==> src/rtl/txf_pkg.sv <==
package txf_pkg;

  typedef enum logic [1:0] {
    ST_IDLE  = 2'd0,
    ST_SEND  = 2'd1,
    ST_FLUSH = 2'd2
  } txState_e;

  // Strobes from control to datapath
  typedef struct packed {
    logic saveSop;    // capture start-of-packet address and index
    logic rewind;     // read address back to start of packet
    logic advance;    // read address forward by one
    logic emitWord;   // present the current FIFO word to the MAC
    logic emitStart;  // pulse frame start to the MAC
    logic emitCmpl;   // pulse completion for a dropped packet
  } txStrobe_t;

endpackage

==> src/rtl/txf_control.sv <==
module txf_control
  import txf_pkg::*;
#(
  parameter int ADDR_W       = 6,
  parameter int MAX_UR_RETRY = 3
) (
  input  logic              clk,
  input  logic              rstN,
  input  logic              sleepReq,
  input  logic [ADDR_W:0]   txThreshold,
  input  logic [ADDR_W:0]   hpThreshold,
  input  logic [ADDR_W:0]   fifoLevel,
  input  logic              fifoEopInFifo,
  input  logic              fifoRdLast,
  input  logic              sopOverwritten,
  input  logic              dmaSamePacket,
  input  logic              macRetry,
  input  logic              macError,
  output txStrobe_t         strb,
  output txState_e          state,
  output logic              dmaHighPri
);

  localparam int RTRY_W = $clog2(MAX_UR_RETRY + 1);
  localparam logic [RTRY_W-1:0] RTRY_LIMIT = RTRY_W'(MAX_UR_RETRY);

  txState_e          nextState;
  logic [RTRY_W-1:0] urCnt;
  logic [RTRY_W-1:0] urNext;
  logic              haveWord;
  logic              startOk;
  logic              giveUp;
  logic              boostNext;

  assign haveWord = (fifoLevel != '0);
  assign startOk  = haveWord && ((fifoLevel > txThreshold) || fifoEopInFifo);
  assign giveUp   = sopOverwritten || (urCnt == RTRY_LIMIT);

  always_comb begin
    strb      = '0;
    nextState = state;
    urNext    = urCnt;
    if (sleepReq) begin
      nextState   = ST_IDLE;
      urNext      = '0;
      strb.rewind = (state != ST_IDLE);
    end else begin
      unique case (state)
        ST_IDLE: begin
          if (startOk) begin
            strb.saveSop   = 1'b1;
            strb.emitStart = 1'b1;
            nextState      = ST_SEND;
          end
        end
        ST_SEND: begin
          if (macError) begin
            nextState = ST_FLUSH;
            urNext    = '0;
          end else if (macRetry) begin
            strb.rewind = 1'b1;
            nextState   = ST_IDLE;
          end else if (!haveWord) begin
            if (giveUp) begin
              strb.emitCmpl = 1'b1;
              nextState     = ST_FLUSH;
              urNext        = '0;
            end else begin
              strb.rewind = 1'b1;
              urNext      = urCnt + 1'b1;
              nextState   = ST_IDLE;
            end
          end else begin
            strb.advance  = 1'b1;
            strb.emitWord = 1'b1;
            if (fifoRdLast) begin
              nextState = ST_IDLE;
              urNext    = '0;
            end
          end
        end
        ST_FLUSH: begin
          if (haveWord) begin
            strb.advance = 1'b1;
            if (fifoRdLast) nextState = ST_IDLE;
          end
        end
        default: nextState = ST_IDLE;
      endcase
    end
  end

  assign boostNext = !sleepReq && (state == ST_SEND) && dmaSamePacket &&
                     (fifoLevel < hpThreshold);

  always_ff @(posedge clk) begin
    if (!rstN) begin
      state      <= ST_IDLE;
      urCnt      <= '0;
      dmaHighPri <= 1'b0;
    end else begin
      state      <= nextState;
      urCnt      <= urNext;
      dmaHighPri <= boostNext;
    end
  end

endmodule

==> src/rtl/txf_datapath.sv <==
module txf_datapath
  import txf_pkg::*;
#(
  parameter int DATA_W = 32,
  parameter int ADDR_W = 6,
  parameter int IDX_W  = 8
) (
  input  logic              clk,
  input  logic              rstN,
  input  txStrobe_t         strb,
  input  logic [DATA_W-1:0] fifoRdData,
  input  logic              fifoRdLast,
  input  logic [IDX_W-1:0]  pktProdIdx,
  output logic [ADDR_W-1:0] fifoRdAddr,
  output logic              macStart,
  output logic              macValid,
  output logic [DATA_W-1:0] macData,
  output logic              macLast,
  output logic              cmplValid,
  output logic [IDX_W-1:0]  cmplIdx
);

  logic [ADDR_W-1:0] sopAddr;
  logic [IDX_W-1:0]  sopIdx;

  // Read address with start-of-packet bookmark
  always_ff @(posedge clk) begin
    if (!rstN) begin
      fifoRdAddr <= '0;
      sopAddr    <= '0;
      sopIdx     <= '0;
    end else begin
      if (strb.saveSop) begin
        sopAddr <= fifoRdAddr;
        sopIdx  <= pktProdIdx;
      end
      if (strb.rewind)       fifoRdAddr <= sopAddr;
      else if (strb.advance) fifoRdAddr <= fifoRdAddr + 1'b1;
    end
  end

  // MAC-facing registers
  always_ff @(posedge clk) begin
    if (!rstN) begin
      macStart <= 1'b0;
      macValid <= 1'b0;
      macData  <= '0;
      macLast  <= 1'b0;
    end else begin
      macStart <= strb.emitStart;
      macValid <= strb.emitWord;
      macLast  <= strb.emitWord && fifoRdLast;
      if (strb.emitWord) macData <= fifoRdData;
    end
  end

  // Completion for a dropped packet
  always_ff @(posedge clk) begin
    if (!rstN) begin
      cmplValid <= 1'b0;
      cmplIdx   <= '0;
    end else begin
      cmplValid <= strb.emitCmpl;
      if (strb.emitCmpl) cmplIdx <= sopIdx;
    end
  end

endmodule

==> src/rtl/txf_engine.sv <==
module txf_engine
  import txf_pkg::*;
#(
  parameter int DATA_W       = 32,
  parameter int ADDR_W       = 6,
  parameter int IDX_W        = 8,
  parameter int MAX_UR_RETRY = 3
) (
  input  logic              clk,
  input  logic              rstN,
  input  logic              sleepReq,
  input  logic [ADDR_W:0]   txThreshold,
  input  logic [ADDR_W:0]   hpThreshold,
  input  logic [ADDR_W:0]   fifoLevel,
  input  logic              fifoEopInFifo,
  input  logic [DATA_W-1:0] fifoRdData,
  input  logic              fifoRdLast,
  output logic [ADDR_W-1:0] fifoRdAddr,
  input  logic              sopOverwritten,
  input  logic              dmaSamePacket,
  input  logic [IDX_W-1:0]  pktProdIdx,
  input  logic              macRetry,
  input  logic              macError,
  output logic              macStart,
  output logic              macValid,
  output logic [DATA_W-1:0] macData,
  output logic              macLast,
  output logic              dmaHighPri,
  output logic              cmplValid,
  output logic [IDX_W-1:0]  cmplIdx
);

  txStrobe_t strb;
  txState_e  ctrlState;

  txf_control #(
    .ADDR_W      (ADDR_W),
    .MAX_UR_RETRY(MAX_UR_RETRY)
  ) ctrl_i (
    .clk           (clk),
    .rstN          (rstN),
    .sleepReq      (sleepReq),
    .txThreshold   (txThreshold),
    .hpThreshold   (hpThreshold),
    .fifoLevel     (fifoLevel),
    .fifoEopInFifo (fifoEopInFifo),
    .fifoRdLast    (fifoRdLast),
    .sopOverwritten(sopOverwritten),
    .dmaSamePacket (dmaSamePacket),
    .macRetry      (macRetry),
    .macError      (macError),
    .strb          (strb),
    .state         (ctrlState),
    .dmaHighPri    (dmaHighPri)
  );

  txf_datapath #(
    .DATA_W(DATA_W),
    .ADDR_W(ADDR_W),
    .IDX_W (IDX_W)
  ) dp_i (
    .clk       (clk),
    .rstN      (rstN),
    .strb      (strb),
    .fifoRdData(fifoRdData),
    .fifoRdLast(fifoRdLast),
    .pktProdIdx(pktProdIdx),
    .fifoRdAddr(fifoRdAddr),
    .macStart  (macStart),
    .macValid  (macValid),
    .macData   (macData),
    .macLast   (macLast),
    .cmplValid (cmplValid),
    .cmplIdx   (cmplIdx)
  );

endmodule

==> config.mk <==
export PLATFORM = sky130hd
export DESIGN_NAME = txf_engine
export DESIGN_NICKNAME = d
export VERILOG_FILES = /design/src/rtl/txf_pkg.sv /design/src/rtl/txf_control.sv /design/src/rtl/txf_datapath.sv /design/src/rtl/txf_engine.sv
export SDC_FILE = /design/constraint.sdc
export NUM_CORES = 1
export LEC_CHECK = 0
export BUFFER_PORTS_ARGS = -buffer_cell sky130_fd_sc_hd__buf_2
export CAP_MARGIN = 15
export CORE_UTILIZATION = 45
export DETAILED_ROUTE_END_ITERATION = 8
export PLACE_DENSITY = 0.77
export SLEW_MARGIN = 40
export SYNTH_ARGS = -nofsm -noshare
export SYNTH_HDL_FRONTEND = slang
export SYNTH_SLANG_ARGS = --single-unit
==> constraint.sdc <==
create_clock -name clk -period 2.7 [get_ports clk]
set_clock_uncertainty 0.05 [all_clocks]
set_input_delay 0.27 -clock clk [delete_from_list [all_inputs] [get_ports clk]]
set_output_delay 0.27 -clock clk [all_outputs]
set_load 0.05 [all_outputs]
[Word level (Yosys, flattened, before mapping)]
Index checks and enable logic that the tools add are counted.
Cells by class
  add/subtract/negate cells: 2
  multipliers: 0
  divide/modulo/power cells: 0
  order comparisons: 2
  equality and inequality tests: 7
  shifts and indexed selects: 0
  muxes and demuxes: 35
  bitwise operators: 1
  reductions and logical operators: 15
Operators with widths (count)
  $mux W2: 14
  $mux W1: 15
  $mux W6: 2
  $gt A7 B7 Y1: 1
  $lt A7 B7 Y1: 1
  $reduce_bool A7 Y1: 1
  $add A6 B1 Y6 const B: 1
  $ne A2 B1 Y1 const B: 3
  $pmux W2 S3: 1
  $logic_and A1 B1 Y1: 5
  $eq A2 B2 Y1 const B: 2
  $mux W4: 1
  $reduce_bool A2 Y1: 2
  $mux W3: 1
  $ne A3 B3 Y1 const B: 1
  $reduce_and A3 Y1: 1
  $add A2 B1 Y2 const B: 1
  $eq A2 B1 Y1 const B: 1
  $logic_not A2 Y1: 1
  $logic_or A1 B1 Y1: 2
  $pmux W1 S2: 1
  $reduce_and A2 Y1: 1
  $reduce_or A2 Y1: 1
  $logic_not A1 Y1: 1
  $not A1 Y1: 1
Storage, ports and cells
  register bits after elaboration: 69
  latch bits: 0
  bits in writable memories: 0
  ROM bits: 0
  bits of input ports: 70
  output and inout bits: 51
  memories: 0

[Logic depth before layout (Yosys ltp)]
  depth after elaboration: 10
  mapped depth: 9

[Hierarchy]
From an unflattened synthesis, not the netlist that was laid out.
Unflattened totals
  cells, all modules: 324
  area, all modules: 3248.1 sq um
By module, submodules not included
  txf_datapath: times used 1, cells an instance 219, area an instance 2449.8 sq um, seq. area each 1281.2 sq um
  txf_control: times used 1, cells an instance 105, area an instance 798.3 sq um, seq. area each 100.1 sq um

[Least setup slack after synthesis]
No wires, ideal clock.
  kind: input to register
  from: in txThreshold[2]
  to: reg dp_i.macStart
  setup time: 0.115 ns
  data arrival time: 1.735 ns
  required time: 2.535 ns
  setup slack: 0.800 ns
  stages on the path: 9
  path buffers: 2
  cells stage by stage: inv_1 > ha_1 > a21oi_1 > a21oi_1 > o31a_1 > o211a_1 > buf_2 > buf_6 > and2_1
Between the ends
  cells in the longest elaborated chain, start to end: 5
Ends and longest elaborated chain
  from (decl): line txf_engine.sv:12  | input logic [ADDR_W:0] txThreshold,
  $gt A7 B7 Y1: line txf_control.sv:36  | assign startOk = haveWord && ((fifoLevel > txThreshold) || fifoEopInFifo);
  $logic_or A1 B1 Y1: line txf_control.sv:36
  $logic_and A1 B1 Y1: line txf_control.sv:36
  $mux W1: line txf_control.sv:50  | if (startOk) begin
  $mux W1
  to (signal assigned): line txf_datapath.sv:50  | macStart <= strb.emitStart;
  to (decl): line txf_datapath.sv:15  | output logic macStart,
Every way passes these cells.
A chain may end at the register's enable or synchronous reset.

[Worst setup path after layout]
  from: reg ctrl_i.state[1]
  to: reg dp_i.fifoRdAddr[3]
Between the ends
  cells in the longest elaborated chain, start to end: 4
Ends and longest elaborated chain
  from (decl): line txf_control.sv:20  | output txState_e state,
  from (signal assigned): line txf_control.sv:102  | state <= nextState;
  $eq A2 B2 Y1 or $eq A2 B1 Y1 (tied branches): line txf_control.sv:48  | unique case (state)
  $pmux W1 S2 or $mux W1 (tied branches): line txf_control.sv:48
  $mux W4 or $mux W1 (tied branches): line txf_control.sv:43  | if (sleepReq) begin
  $reduce_bool A2 Y1 (no line) or $mux W6 (tied branches)
  to (signal assigned): line txf_datapath.sv:37  | if (strb.rewind) fifoRdAddr <= sopAddr;
  to (signal assigned): line txf_datapath.sv:38  | else if (strb.advance) fifoRdAddr <= fifoRdAddr + 1'b1;
  to (decl): line txf_datapath.sv:14  | output logic [ADDR_W-1:0] fifoRdAddr,
Several ways; a longest one is shown, not always the timed one.

==> impl_metrics.py <==
metrics = {
    "final_layout": {
        "drive_gt1_share_pct": 30.0,
        "register_area_um2": 1380,
        "area_growth_pct": 25.9,
        "multi_input_area_um2": 1610,
        "n_fill_cell": 618,
        "final_common_cell": "buf_2",
        "final_nets": 580,
        "final_cell_mix": "buf_2 (120), nand2_1 (103), dfxtp_1 (69)",
        "num_antenna_cells": 0,
    },
    "sta": {
        "slew_violations": 0,
        "fmax_ghz": 0.475,
        "setup_tns_ns": 0,
        "rsz0062_at_grt": "false",
        "post-route-period-util_pct": 78.0,
        "slew_headroom_pct": 48.7,
        "whs_ns": 0.127,
        "period_needed_ns": 2.11,
        "tightest_slew_ns": 0.769,
        "finalSetupViolations": 0,
        "finalHoldViolCount": 0,
    },
    "synthesis": {
        "syn-cell-area_um2": 3150,
        "avgSynthCellArea_um2": 8.39,
        "synth_nets": 464,
        "netlist_instances": 375,
        "ys_async_sr_fraction_pct": 0,
        "yosysSeqAreaShare_pct": 43.9,
        "synthTopCellsByArea": "dfxtp_1 (44%), nand2_1 (12%), mux2i_1 (8.6%), ha_1 (7.6%), a21oi_1 (7.2%)",
        "synth_edf_count": 0,
        "ys.flop_type": "dfxtp_1",
        "yosysTopAreaCell": "dfxtp_1",
        "yosys.area.top_type_share_pct": 43.9,
        "ys_warn_count": 0,
        "ys_ff_latch": 69,
        "yosys.cell_types.count": 41,
    },
    "critical_path": {
        "endpoint_kind": "flip-flop",
        "critPathMaxFanout": 6,
        "critPathKind": "reg2reg",
        "worstPathArrival_ns": 2.25,
        "r2r_start": "ctrl_i.state[1]$_SDFFE_PP0P_",
        "crit_path_start_kind": "flip-flop",
        "crit_required_ns": 2.85,
        "startpoint": "ctrl_i.state[1]$_SDFFE_PP0P_",
    },
    "floorplan": {
        "initial_core_util_pct": 46.6,
        "dieHeight_um": 85.6,
        "die_area_um2": 7330,
        "die_w_um": 85.6,
        "num_io_pins": 121,
        "row_count": 30,
        "core-area_um2": 6760,
    },
    "power": {
        "p_leak_uw": 0.00189,
        "p_int_uw": 1490,
        "seqPwrFrac_pct": 51.4,
        "switching_share_pct": 28.1,
        "p_sw_uw": 581,
        "power_uw": 2070,
        "power.share.clock_pct": 35.1,
        "ir_drop_mv": 0.358,
        "power_density_nw_per_um2": 523,
        "combPwrFrac_pct": 13.6,
    },
    "detailed_routing": {
        "via_per_inst": 5.07,
        "drc": 0,
        "wl_per_cell_um": 12.2,
        "drt_iter0_markers": 139,
        "vias": 2923,
        "dr.pass1.iters": 4,
        "antenna_left": 0,
        "wirelength_mm": 7.01,
    },
    "global_route": {
        "grt_first_pass_wirelength_mm": 11.7,
        "grtUsageMet2_pct": 33.7,
        "grt_overflow_total": 0,
        "met3_usage_pct": 4.62,
        "grt_use_total_pct": 19.9,
        "grt_util_met1_pct": 24.1,
        "antenna_found_initial": 0,
        "top_usage_layer": "met2",
        "grt_max_degree": 42,
        "grt_pass1_vias": 2686,
    },
    "cts": {
        "cts_setup_buffers": 0,
        "cts_hold_buf": 0,
        "cts_tree": "done",
        "htreeDepth": 3,
        "root_buffer": "clkbuf_8",
        "clkSlewWorstSetupHoldPaths_ns": 0.08,
        "insertion_delay_ns": 0.33,
        "cts_num_sinks": 69,
        "post_cts_resized": 0,
        "clockBufferDepth": 2,
        "numCtsBuffers": 9,
    },
    "min_path": {
        "hold_path_class": "in2reg",
        "hold_start": "fifoRdData[27]",
    },
    "placed_design": {
        "gp_congestion": 0.849,
        "dp_hpwl_mm": 5.17,
        "io_buffers": 120,
    },
    "run_status": {
        "status": "completed",
    },
    "run": {
        "drv_cap": 0,
    },
}
stage by stage:
step           utilization, %  cells  setup slack [ns]  instance area (um2)
4_1_cts                  58.6    576             0.616                 3960
2_1_floorplan               -    375             0.800                 3150
5_1_grt                  58.6    576             0.368                 3960
3_3_place_gp             56.0    560             0.459                 3780
6_report                 58.6    576             0.593                 3960
3_5_place_dp             56.0    560             0.432                 3790
synthesized netlist by cell type, drive strengths merged (2+ instances only):
master  number
dfxtp       69
nor2        17
xor2         4
o21ai       10
nand2b       3
nand3        8
ha          19
nand4        2
a31oi        3
buf         11
clkbuf       8
nand3b       2
and2         5
inv         18
and3         2
nor4         2
mux2i       27
a21oi       46
nand2      103
a21o         2
kinds of logic after synthesis:
kind of cell	Yosys count	synth area share, %
flops	69	43.9
xor+xnor	5	1.39
compound gates	69	12.5
buf+inv	37	5.05
mux	27	8.59
simple gates	149	21.0
fa+ha+maj	19	7.56
worst max-delay path, cell delays in order (launching register included):
cell and delay, ns:
dfxtp_1 0.36, inv_1 0.10, ha_1 0.24, nor3b_4 0.31, o21a_2 0.21, or4b_1 0.46, xor2_1 0.18, a21oi_2 0.07
worst paths after layout:
| check | to | slack (ns) | cells past startpoint |
|---|---|---|---|
| worst min-delay path | dp_i.macData[27]$_SDFFE_PN0P_ | 0.13 | 3 |
| worst max-delay path | dp_i.fifoRdAddr[3]$_SDFFE_PN0P_ | 0.59 | 7 |
| worst max register to register | dp_i.fifoRdAddr[3]$_SDFFE_PN0P_ | 0.59 | 7 |
| worst min register to register | dp_i.macData[28]$_SDFFE_PN0P_ | 0.40 | 2 |
power by group through the flow:
stage	clock network [uW]	registers [uW]	logic [uW]
finish	726	1060	281
global route	791	1070	310
CTS	753	1060	282
detailed placement	0	1090	280
global placement	0	1090	273
floorplan	0	1130	136
sequential cells by signal, indices dropped and copies added (netlist names):
| name | cells |
|---|---|
| dp_i.fifoRdAddr | 6 |
| dp_i.macLast | 1 |
| ctrl_i.dmaHighPri | 1 |
| dp_i.sopIdx | 8 |
| dp_i.cmplValid | 1 |
| dp_i.sopAddr | 6 |
| dp_i.macData | 32 |
| dp_i.cmplIdx | 8 |
| ctrl_i.urCnt | 2 |
| ctrl_i.state | 2 |
| dp_i.macStart | 1 |
| dp_i.macValid | 1 |
final cells by class:
class	instances	share of cell area (%)
sequential	69	34.9
multi-input combinational	269	40.6
clock buffer	9	3.13
clock inverter	7	1.26
timing repair buffer	124	15.9
tap	80	2.53
inverter	18	1.71
per-layer routing:
| layer | vias to the layer above | share of wire (%) |
|---|---|---|
| met5 | - | 0 |
| met4 | 0 | 1.6 |
| met3 | 14 | 5.9 |
| met2 | 103 | 49 |
| met1 | 1322 | 44 |
| li1 | 1484 | - |
Note: power is estimated with default switching activity, not from simulation.
